--- src/rtl/rtc_pkg.sv ---
package rtc_pkg;
  typedef enum logic [1:0] {
    REG_CTRL   = 2'd0,
    REG_COUNT  = 2'd1,
    REG_ALARM  = 2'd2,
    REG_STATUS = 2'd3
  } rtc_reg_e;

  localparam int CTRL_RUN_BIT = 0;
  localparam int CTRL_UNL_BIT = 1;
  localparam int CTRL_AEN_BIT = 2;
  localparam int STAT_FLAG_BIT = 0;
endpackage

--- src/rtl/rtc_prescaler.sv ---
module rtc_prescaler #(
  parameter int PRESC = 128
) (
  input  logic clk,
  input  logic rst_n,
  input  logic run,
  input  logic tick,
  input  logic clear,
  output logic step
);
  localparam int PW = (PRESC > 2) ? $clog2(PRESC) : 1;
  localparam logic [PW-1:0] LAST = PW'(PRESC - 1);

  logic [PW-1:0] cnt_q;
  logic [PW-1:0] cnt_inc;
  logic          at_last;

  assign at_last = (cnt_q == LAST);

  generate
    if ((PRESC & (PRESC - 1)) == 0) begin : g_pow2
      assign cnt_inc = cnt_q + 1'b1;
    end else begin : g_mod
      assign cnt_inc = at_last ? '0 : cnt_q + 1'b1;
    end
  endgenerate

  always_ff @(posedge clk or negedge rst_n) begin
    if (!rst_n) begin
      cnt_q <= '0;
    end else if (clear) begin
      cnt_q <= '0;
    end else if (run && tick) begin
      cnt_q <= cnt_inc;
    end
  end

  assign step = run && tick && at_last && !clear;

  p_prescale_range_r2: assert property (@(posedge clk) disable iff (!rst_n)
    cnt_q <= LAST);
  p_prescale_idle_r2: assert property (@(posedge clk) disable iff (!rst_n)
    (!run && !clear) |=> $stable(cnt_q));
  p_prescale_clear_r4: assert property (@(posedge clk) disable iff (!rst_n)
    clear |=> (cnt_q == '0));
endmodule

--- src/rtl/rtc_counter.sv ---
module rtc_counter #(
  parameter int SEC_W = 32,
  parameter int SUB_W = 8,
  parameter int ALM_W = 20
) (
  input  logic                   clk,
  input  logic                   rst_n,
  input  logic                   load,
  input  logic [SEC_W+SUB_W-1:0] load_val,
  input  logic                   step,
  output logic [SEC_W+SUB_W-1:0] count,
  output logic                   sec_tick,
  output logic [ALM_W-1:0]       sec_new_low
);
  localparam int CNT_W = SEC_W + SUB_W;

  logic [CNT_W-1:0] cnt_q;
  logic [SEC_W-1:0] sec_inc;

  always_ff @(posedge clk or negedge rst_n) begin
    if (!rst_n) begin
      cnt_q <= '0;
    end else if (load) begin
      cnt_q <= load_val;
    end else if (step) begin
      cnt_q <= cnt_q + 1'b1;
    end
  end

  assign sec_inc     = cnt_q[CNT_W-1:SUB_W] + 1'b1;
  assign sec_tick    = step && !load && (&cnt_q[SUB_W-1:0]);
  assign sec_new_low = sec_inc[ALM_W-1:0];
  assign count       = cnt_q;

  p_hold_r2: assert property (@(posedge clk) disable iff (!rst_n)
    (!load && !step) |=> $stable(count));
  p_carry_r3: assert property (@(posedge clk) disable iff (!rst_n)
    (step && !load && (&count[SUB_W-1:0])) |=>
      (count[SUB_W-1:0] == '0) &&
      (count[CNT_W-1:SUB_W] == $past(count[CNT_W-1:SUB_W]) + 1'b1));
  p_load_r4: assert property (@(posedge clk) disable iff (!rst_n)
    load |=> (count == $past(load_val)));
endmodule

--- src/rtl/rtc_alarm.sv ---
module rtc_alarm #(
  parameter int ALM_W = 20
) (
  input  logic             clk,
  input  logic             rst_n,
  input  logic             unlock,
  input  logic             ctrl_wr,
  input  logic             aen_wdata,
  input  logic             alarm_wr,
  input  logic [ALM_W-1:0] alarm_wdata,
  input  logic             flag_clr,
  input  logic             sec_tick,
  input  logic [ALM_W-1:0] sec_new_low,
  output logic             aen,
  output logic [ALM_W-1:0] alarm_val,
  output logic             flag
);
  logic             aen_q;
  logic             flag_q;
  logic [ALM_W-1:0] alarm_q;
  logic             hit;

  assign hit = aen_q && sec_tick && (sec_new_low == alarm_q);

  always_ff @(posedge clk or negedge rst_n) begin
    if (!rst_n) begin
      aen_q   <= 1'b0;
      alarm_q <= '0;
    end else begin
      if (ctrl_wr && unlock) aen_q <= aen_wdata;
      if (alarm_wr && unlock) alarm_q <= alarm_wdata;
    end
  end

  always_ff @(posedge clk or negedge rst_n) begin
    if (!rst_n) begin
      flag_q <= 1'b0;
    end else if (hit) begin
      flag_q <= 1'b1;
    end else if (flag_clr) begin
      flag_q <= 1'b0;
    end
  end

  assign aen       = aen_q;
  assign alarm_val = alarm_q;
  assign flag      = flag_q;

  p_alarm_lock_r6: assert property (@(posedge clk) disable iff (!rst_n)
    (alarm_wr && !unlock) |=> $stable(alarm_val));
  p_enable_lock_r6: assert property (@(posedge clk) disable iff (!rst_n)
    (ctrl_wr && !unlock) |=> $stable(aen));
  p_flag_cause_r7: assert property (@(posedge clk) disable iff (!rst_n)
    $rose(flag) |-> $past(aen && sec_tick));
  p_flag_clear_r8: assert property (@(posedge clk) disable iff (!rst_n)
    (flag_clr && !(aen && sec_tick && (sec_new_low == alarm_val))) |=> !flag);
endmodule

--- src/rtl/rtc_hostport.sv ---
module rtc_hostport
  import rtc_pkg::*;
#(
  parameter int CNT_W = 40,
  parameter int ALM_W = 20
) (
  input  logic             clk,
  input  logic             rst_n,
  input  logic             cmd_valid,
  output logic             cmd_ready,
  input  logic             cmd_write,
  input  logic [1:0]       cmd_addr,
  input  logic [CNT_W-1:0] cmd_wdata,
  output logic             rsp_valid,
  input  logic             rsp_ready,
  output logic [CNT_W-1:0] rsp_data,
  input  logic [CNT_W-1:0] count,
  input  logic [ALM_W-1:0] alarm_val,
  input  logic             aen,
  input  logic             flag,
  output logic             run,
  output logic             unlock,
  output logic             load,
  output logic             ctrl_wr,
  output logic             alarm_wr,
  output logic             flag_clr
);
  logic             rsp_valid_q;
  logic [CNT_W-1:0] rsp_data_q;
  logic             run_q;
  logic             unl_q;
  logic             acc;
  logic             wr_acc;
  logic             rd_acc;
  logic [CNT_W-1:0] rd_mux;

  assign cmd_ready = !rsp_valid_q || rsp_ready;
  assign acc       = cmd_valid && cmd_ready;
  assign wr_acc    = acc && cmd_write;
  assign rd_acc    = acc && !cmd_write;

  always_comb begin
    rd_mux = '0;
    case (cmd_addr)
      REG_CTRL: begin
        rd_mux[CTRL_RUN_BIT] = run_q;
        rd_mux[CTRL_UNL_BIT] = unl_q;
        rd_mux[CTRL_AEN_BIT] = aen;
      end
      REG_COUNT:  rd_mux = count;
      REG_ALARM:  rd_mux = CNT_W'(alarm_val);
      default:    rd_mux[STAT_FLAG_BIT] = flag;
    endcase
  end

  always_ff @(posedge clk or negedge rst_n) begin
    if (!rst_n) begin
      rsp_valid_q <= 1'b0;
      rsp_data_q  <= '0;
    end else if (rd_acc) begin
      rsp_valid_q <= 1'b1;
      rsp_data_q  <= rd_mux;
    end else if (rsp_ready) begin
      rsp_valid_q <= 1'b0;
    end
  end

  always_ff @(posedge clk or negedge rst_n) begin
    if (!rst_n) begin
      run_q <= 1'b0;
      unl_q <= 1'b0;
    end else if (wr_acc && (cmd_addr == REG_CTRL)) begin
      run_q <= cmd_wdata[CTRL_RUN_BIT];
      unl_q <= cmd_wdata[CTRL_UNL_BIT];
    end
  end

  assign load      = wr_acc && (cmd_addr == REG_COUNT);
  assign ctrl_wr   = wr_acc && (cmd_addr == REG_CTRL);
  assign alarm_wr  = wr_acc && (cmd_addr == REG_ALARM);
  assign flag_clr  = wr_acc && (cmd_addr == REG_STATUS) && cmd_wdata[STAT_FLAG_BIT];
  assign rsp_valid = rsp_valid_q;
  assign rsp_data  = rsp_data_q;
  assign run       = run_q;
  assign unlock    = unl_q;

  p_rsp_hold_r5: assert property (@(posedge clk) disable iff (!rst_n)
    (rsp_valid && !rsp_ready) |=> (rsp_valid && $stable(rsp_data)));
  p_stall_inert_r9: assert property (@(posedge clk) disable iff (!rst_n)
    (rsp_valid && !rsp_ready) |=> ($stable(run) && $stable(unlock)));
endmodule

--- src/rtl/rtc_alarm_core.sv ---
module rtc_alarm_core #(
  parameter int SEC_W = 32,
  parameter int SUB_W = 8,
  parameter int ALM_W = 20,
  parameter int PRESC = 128,
  localparam int CNT_W = SEC_W + SUB_W
) (
  input  logic             clk,
  input  logic             rst_n,
  input  logic             tick,
  input  logic             cmd_valid,
  output logic             cmd_ready,
  input  logic             cmd_write,
  input  logic [1:0]       cmd_addr,
  input  logic [CNT_W-1:0] cmd_wdata,
  output logic             rsp_valid,
  input  logic             rsp_ready,
  output logic [CNT_W-1:0] rsp_data,
  output logic             alarm_irq
);
  logic             run;
  logic             unlock;
  logic             load;
  logic             ctrl_wr;
  logic             alarm_wr;
  logic             flag_clr;
  logic             step;
  logic             sec_tick;
  logic [ALM_W-1:0] sec_new_low;
  logic [CNT_W-1:0] count;
  logic             aen;
  logic [ALM_W-1:0] alarm_val;
  logic             flag;

  rtc_hostport #(.CNT_W(CNT_W), .ALM_W(ALM_W)) u_port (
    .clk(clk), .rst_n(rst_n),
    .cmd_valid(cmd_valid), .cmd_ready(cmd_ready), .cmd_write(cmd_write),
    .cmd_addr(cmd_addr), .cmd_wdata(cmd_wdata),
    .rsp_valid(rsp_valid), .rsp_ready(rsp_ready), .rsp_data(rsp_data),
    .count(count), .alarm_val(alarm_val), .aen(aen), .flag(flag),
    .run(run), .unlock(unlock), .load(load), .ctrl_wr(ctrl_wr),
    .alarm_wr(alarm_wr), .flag_clr(flag_clr)
  );

  rtc_prescaler #(.PRESC(PRESC)) u_presc (
    .clk(clk), .rst_n(rst_n), .run(run), .tick(tick),
    .clear(load), .step(step)
  );

  rtc_counter #(.SEC_W(SEC_W), .SUB_W(SUB_W), .ALM_W(ALM_W)) u_cnt (
    .clk(clk), .rst_n(rst_n), .load(load), .load_val(cmd_wdata),
    .step(step), .count(count), .sec_tick(sec_tick),
    .sec_new_low(sec_new_low)
  );

  rtc_alarm #(.ALM_W(ALM_W)) u_alarm (
    .clk(clk), .rst_n(rst_n), .unlock(unlock),
    .ctrl_wr(ctrl_wr), .aen_wdata(cmd_wdata[rtc_pkg::CTRL_AEN_BIT]),
    .alarm_wr(alarm_wr), .alarm_wdata(cmd_wdata[ALM_W-1:0]),
    .flag_clr(flag_clr), .sec_tick(sec_tick), .sec_new_low(sec_new_low),
    .aen(aen), .alarm_val(alarm_val), .flag(flag)
  );

  assign alarm_irq = flag;

  p_reset_quiet_r1: assert property (@(posedge clk) disable iff (!rst_n)
    $rose(rst_n) |-> (!alarm_irq && !rsp_valid));
endmodule

--- config.mk ---
export PLATFORM = sky130hd
export DESIGN_NAME = rtc_alarm_core
export DESIGN_NICKNAME = d
export VERILOG_FILES = /design/src/rtl/rtc_pkg.sv /design/src/rtl/rtc_prescaler.sv /design/src/rtl/rtc_counter.sv /design/src/rtl/rtc_alarm.sv /design/src/rtl/rtc_hostport.sv /design/src/rtl/rtc_alarm_core.sv
export SDC_FILE = /design/constraint.sdc
export NUM_CORES = 1
export LEC_CHECK = 0
export ABC_CLOCK_PERIOD_IN_PS = 2600
export BUFFER_PORTS_ARGS = -buffer_cell sky130_fd_sc_hd__buf_2
export CORE_MARGIN = 2
export CORE_UTILIZATION = 35
export CTS_BUF_LIST = sky130_fd_sc_hd__clkbuf_8 sky130_fd_sc_hd__clkbuf_16
export CTS_CLUSTER_DIAMETER = 150
export CTS_CLUSTER_SIZE = 12
export DETAILED_ROUTE_END_ITERATION = 16
export GPL_TIMING_DRIVEN = 0
export PLACE_DENSITY_LB_ADDON = 0.08
export SLEW_MARGIN = 40
export SYNTH_ARGS = -nofsm -noshare
export SYNTH_HDL_FRONTEND = slang
export SYNTH_HIERARCHICAL = 1
export SYNTH_SLANG_ARGS = --single-unit
--- constraint.sdc ---
create_clock -name clk -period 2.6 [get_ports clk]
set_input_delay 0.13 -clock clk [delete_from_list [all_inputs] [get_ports clk]]
set_output_delay 0.13 -clock clk [all_outputs]
set_load 0.01 [all_outputs]
# After elaboration in Yosys (flattened, before gate mapping)

Cells that the tools add are included.

Bits in registers: 112
Bits in latches: 0
Memory bits (writable): 0
ROM bits: 0
Input bits: 48
Output and inout bits: 43
Logic and storage cells: 55
Memories kept: 0

Add/subtract/negate cells: 3
Multipliers: 0
Divide/modulo/power cells: 0
Magnitude comparators: 0
Equality and inequality tests: 5
Shift-type cells: 0
Mux-type cells: 11
Bitwise logic cells: 0
Reduce and logical (&&, ||, !) cells: 27

Operator list:

| kind                    | number |
|---|---|
| $mux W40                | 2 |
| $pmux W37 S2            | 1 |
| $add A40 B1 Y40 const B | 1 |
| $add A20 B1 Y20 const B | 1 |
| $eq A20 B20 Y1          | 1 |
| $logic_and A1 B1 Y1     | 17 |
| $mux W7                 | 2 |
| $reduce_and A8 Y1       | 1 |
| $reduce_bool A2 Y1      | 4 |
| $add A7 B1 Y7 const B   | 1 |
| $eq A7 B7 Y1 const B    | 1 |
| $pmux W2 S3             | 1 |
| $eq A2 B2 Y1 const B    | 2 |
| $mux W1                 | 4 |
| $logic_not A1 Y1        | 3 |
| $pmux W1 S3             | 1 |
| $eq A2 B1 Y1 const B    | 1 |
| $logic_not A2 Y1        | 1 |
| $logic_or A1 B1 Y1      | 1 |

# Depth between registers and ports, before layout

Depth after elaboration: 12
Depth in mapped cells: 15
Mapped depth without buffers: 10

# Modules after synthesis

The synthesis kept the hierarchy.

By module, submodules not included:

| module        | instances | cells each | area an instance (sq um) | sequential area each (sq um) |
|---|---|---|---|---|
| rtc_counter   | 1         | 314        | 2,712.6                  | 1,001.0 |
| rtc_hostport  | 1         | 224        | 2,237.1                  | 1,076.0 |
| rtc_alarm     | 1         | 76         | 1,038.5                  | 550.5 |
| rtc_prescaler | 1         | 36         | 350.3                    | 175.2 |

# Worst setup path after synthesis

OpenSTA, ideal clock, no wires.

Path kind: register to register
Start point: reg u_port.rsp_valid_q (netlist: u_port/rsp_valid)
End point: reg u_cnt.cnt_q[35] (netlist: u_cnt/count[35])
Library setup time: 0.125 ns
Arrival: 2.612 ns
Required time: 2.475 ns
Path slack: -0.137 ns
Cell stages (with the launch flop): 14
Path buffers: 3
Period minus slack after synthesis: 2.737 ns
Path through: dfrtp_1 > nor2b_4 > buf_6 > inv_2 > and3_1 > buf_1 > nand2b_1 > nor2_1 > nand3_1 > or4_4 > buf_6 > nor4_2 > xor2_1 > mux2_2

Longest elaborated chain between the ends: 8
Elaborated cells between the ends (all ways): 9
Classes of those cells: mux: 1; reduce/logical: 8

RTL lines:

| what                         | RTL line             | source |
|---|---|---|
| start, declared              | rtc_hostport.sv:28   | `logic rsp_valid_q;` |
| start signal, assigned       | rtc_hostport.sv:58   | `rsp_valid_q <= 1'b0;` |
| start signal, assigned       | rtc_hostport.sv:61   | `rsp_valid_q <= 1'b1;` |
| start signal, assigned       | rtc_hostport.sv:64   | `rsp_valid_q <= 1'b0;` |
| $logic_not A1 Y1             | rtc_hostport.sv:37   | `assign cmd_ready = !rsp_valid_q \|\| rsp_ready;` |
| $logic_or A1 B1 Y1           | rtc_hostport.sv:37   |  |
| named net cmd_ready          | rtc_alarm_core.sv:12 | `output logic cmd_ready,` |
| $logic_and A1 B1 Y1          | rtc_hostport.sv:38   | `assign acc = cmd_valid && cmd_ready;` |
| $logic_and A1 B1 Y1          | rtc_hostport.sv:39   | `assign wr_acc = acc && cmd_write;` |
| $logic_and A1 B1 Y1          | rtc_hostport.sv:78   | `assign load = wr_acc && (cmd_addr == REG_COUNT);` |
| named net load               | rtc_alarm_core.sv:23 | `logic load;` |
| $logic_not A1 Y1             | rtc_prescaler.sv:38  | `assign step = run && tick && at_last && !clear;` |
| $logic_and A1 B1 Y1          | rtc_prescaler.sv:38  |  |
| named net step               | rtc_alarm_core.sv:27 | `logic step;` |
| $reduce_bool A2 Y1 (no line) | --                   |  |
| end signal, assigned         | rtc_counter.sv:24    | `cnt_q <= load_val;` |
| end signal, assigned         | rtc_counter.sv:26    | `cnt_q <= cnt_q + 1'b1;` |
| end, declared                | rtc_counter.sv:17    | `logic [CNT_W-1:0] cnt_q;` |

The timed path passes the listed nets, and every way through them passes these cells.
A chain may end at the register's enable or synchronous reset.

# Worst setup path in the final report

Start point: reg u_presc.cnt_q[0]
End point: reg u_cnt.cnt_q[39] (netlist: u_cnt/count[39])

Longest elaborated chain between the ends: 4

RTL lines:

| what                              | RTL line             | source |
|---|---|---|
| start, declared                   | rtc_prescaler.sv:14  | `logic [PW-1:0] cnt_q;` |
| start signal, assigned            | rtc_prescaler.sv:34  | `cnt_q <= cnt_inc;` |
| $eq A7 B7 Y1                      | rtc_prescaler.sv:18  | `assign at_last = (cnt_q == LAST);` |
| $logic_and A1 B1 Y1 (2 in series) | rtc_prescaler.sv:38  |  |
| named net step                    | rtc_alarm_core.sv:27 |  |
| $reduce_bool A2 Y1 (no line)      | --                   |  |

The timed path passes the listed nets, and every way through them passes these cells.

==> flow_summary.toml <==
[outcome]
status = "finished, final reports clean"

[cts]
clk_latency_ns = 0.36
clk_pin_slew_worst_paths_ns = 0.07
cts_buffers = 9
cts_tree = "done"
htreeDepth = 3
clock-root-buffer = "clkbuf_16"
cts_sinks = 112
clockBufferDepth = 2

[die]
die_y_um = 139
coreArea_mm2 = 0.0178
fp.dieW_um = 139
fp-row-count = 49
io_pins = 91
initial_core_util_pct = 35.5
die_area_mm2 = 0.0192

[sta]
slew_headroom_pct = 63.4
rsz0062_at_grt = "yes"
finalHoldViolCount = 0
tightest_slew_ns = 0.549
worst_slack_ns = 0.0536
fin_crit_ns = 2.55
setup_viol = 0
maxSlewViolCount = 0
finClkSkew_ns = 0.00537
clock.fmax_ghz = 0.393
fin_hold_ws_ns = 0.00762
min_period_over_period_pct = 97.9

[final_layout]
diodes = 0
mostFrequentLayoutCells = "dfrtp_1, buf_2, nand2_1"
drive_gt1_share_pct = 28.1
n_fill_cell = 1752
mostFrequentLayoutCell = "dfrtp_1"
syn_to_final_growth_pct = 26.0
nNetsFinal = 843

[placed_design]
place_congestion = 0.904
io_buffers = 90
dp_hpwl_um = 14200
place_ws_ns = -0.795

[detailed_routing]
vias_per_cell = 5.43
drtPass1Iterations = 5
vias = 5532
drtIter0Drc = 325
drc = 0
ant_nets = 0
routed_wl_um = 19200
routedWlPerCell_um = 18.9

[yosys]
syn_nets = 708
netlist_area_mm2 = 0.00634
synthCells = 650
yosysTopAreaCellShare_pct = 44.2
yosysWarnings = 6
syn_area_per_cell_um2 = 9.75
synth-edff-count = 0
synth.distinct_cells = 55
synth.yosys.seq_area_share_pct = 44.2
ys_async_sr_fraction_pct = 100
synthTopCellsByArea = "dfrtp_1, xor2_1, mux2_2"
synth-seq-cells = 112
yosys.area.top_type = "dfrtp_1"
synth_ff_type = "dfrtp_1"

[min_path]
hold_path_class = "input pin to flop"

[setup_path]
cp-end-kind = "flop"
critPathLaunchType = "flop"
slowest_stage = "or4_4"
worstPathArrival_ns = 2.79
cp_max_fo = 6
path_class = "flop to flop"
crit_path_max_incr_delay_ns = 0.48
path_cells = "ha_2 > and4_4 > nand4_1 > nor2_4 > nand3_2 > or4_4 > buf_12 > nor4_4 > xor2_1 > mux2_2"
cp.required_ns = 2.85

[run]
cap_violations = 0

[global_route]
grt_max_degree = 67
first_global_vias = 5467
antenna_found_initial = 0
grt_pass1_wl_um = 30300
overflow = 0
grtUsageTotal_pct = 20.2

[power_and_ir_drop]
cellPowerDensity_mw_per_mm2 = 654
max-vdd-ir-drop_mv = 0.352
leakage_nw = 3.48
[through the flow]
step	utilization (%)	area, um2	total power [mW]	setup TNS, ns	instances
CTS	44.1	7870	5.25	-0.128	1015
detailed placement	40.1	7150	3.73	-15.72	970
finish	44.8	7990	5.23	0	1019
global placement	39.8	7110	3.70	-16.72	969
floorplan	-	6370	3.24	-0.0319	650
global route	44.8	7990	5.53	-0.279	1019
[cell families (layout without fill, tap and decap cells)]
kind of cell	after synthesis	after routing	synth area share (%)
muxes	33	33	5.92
adders and majority gates	10	10	1.97
AOI/OAI and AO/OA	123	123	12.8
and+or+nand+nor	224	224	18.7
xor gates and xnor gates	76	76	10.5
buffers and inverters	72	212	5.88
DFF	112	112	44.2
[where the power goes]
part	leakage [nW]	switching [mW]	internal [mW]
Sequential	1.45	0.437	2.08
Clock	0.158	0.641	0.791
Combinational	1.87	0.659	0.613
[final timing paths]
kind                                          start                  end  slack [ns]  cells past startpoint
worst max-delay path               u_presc/cnt_q[0]      u_cnt/count[39]        0.05                     10
worst min-delay path                   cmd_wdata[6]       u_cnt/count[6]       0.008                      3
worst max register to register     u_presc/cnt_q[0]      u_cnt/count[39]        0.05                     10
worst min register to register  u_port/rsp_data[37]  u_port/rsp_data[37]        0.51                      2
max in group asynchronous                     rst_n       u_cnt/count[8]        1.66                      3
min in group asynchronous                     rst_n     u_port/rsp_valid        0.26                      2
[flip-flops by register name, indices dropped and copies added, names as in the netlist]
| register | count |
|---|---|
| u_port/rsp_data | 40 |
| u_port/rsp_valid | 1 |
| u_alarm/flag | 1 |
| u_port/run | 1 |
| u_port/unlock | 1 |
| u_alarm/aen | 1 |
| u_presc/cnt_q | 7 |
| u_alarm/alarm_val | 20 |
| u_cnt/count | 40 |
[synthesized netlist by cell type (all sizes together) (2+ instances only)]
master   count
dfrtp      112
nand2       74
o21ai       56
xor2        48
nor3        33
mux2        30
buf         28
xnor2       28
inv         27
nand4       27
nand3       23
o31ai       20
nor2        19
a22oi       17
clkbuf      17
o2bb2ai     17
nor4        15
ha          10
and3         8
and4         8
or3          5
a21oi        4
a222oi       3
mux2i        3
nand2b       3
a221o        2
and2         2
nor2b        2
or4          2
[critical path, delay by kind of cell (launching register included)]
kind | cells | cell delay, ns
AND/OR/NAND/NOR | 6 | 1.35
flip-flops | 1 | 0.36
multiplexers | 1 | 0.27
adder cells (fa/ha/maj) | 1 | 0.18
buffers and inverters | 1 | 0.17
XOR/XNOR | 1 | 0.11
[timing repair]
action	in CTS	in global routing
setup buffers	9	4
setup endpoints to repair	30	25
hold buffers	21	0
pin swaps	13	9
resized for setup	35	21
endpoints found under the hold margin	66	0
[layer usage]
metal	part of all wire (%)	up-vias	wire, um	track usage, %
met2	48	160	9190	32.7
met3	4.7	26	896	2.45
met4	2.0	0	391	7.04
li1	-	2595	-	-
met1	45	2751	8730	28.1
met5	0	-	0	0
[cell type report]
cell class | instances | area (um2) | share of cell area (%)
clock inverters | 5 | 47.5 | 0.595
repair buffers | 125 | 816 | 10.2
clock buffers | 11 | 253 | 3.17
inverters | 27 | 104 | 1.30
flip-flops and latches | 112 | 2810 | 35.1
multi-input cells | 466 | 3380 | 42.4
plain buffers | 44 | 289 | 3.62
well taps | 229 | 287 | 3.59
Power figures use the tool's default switching activity.
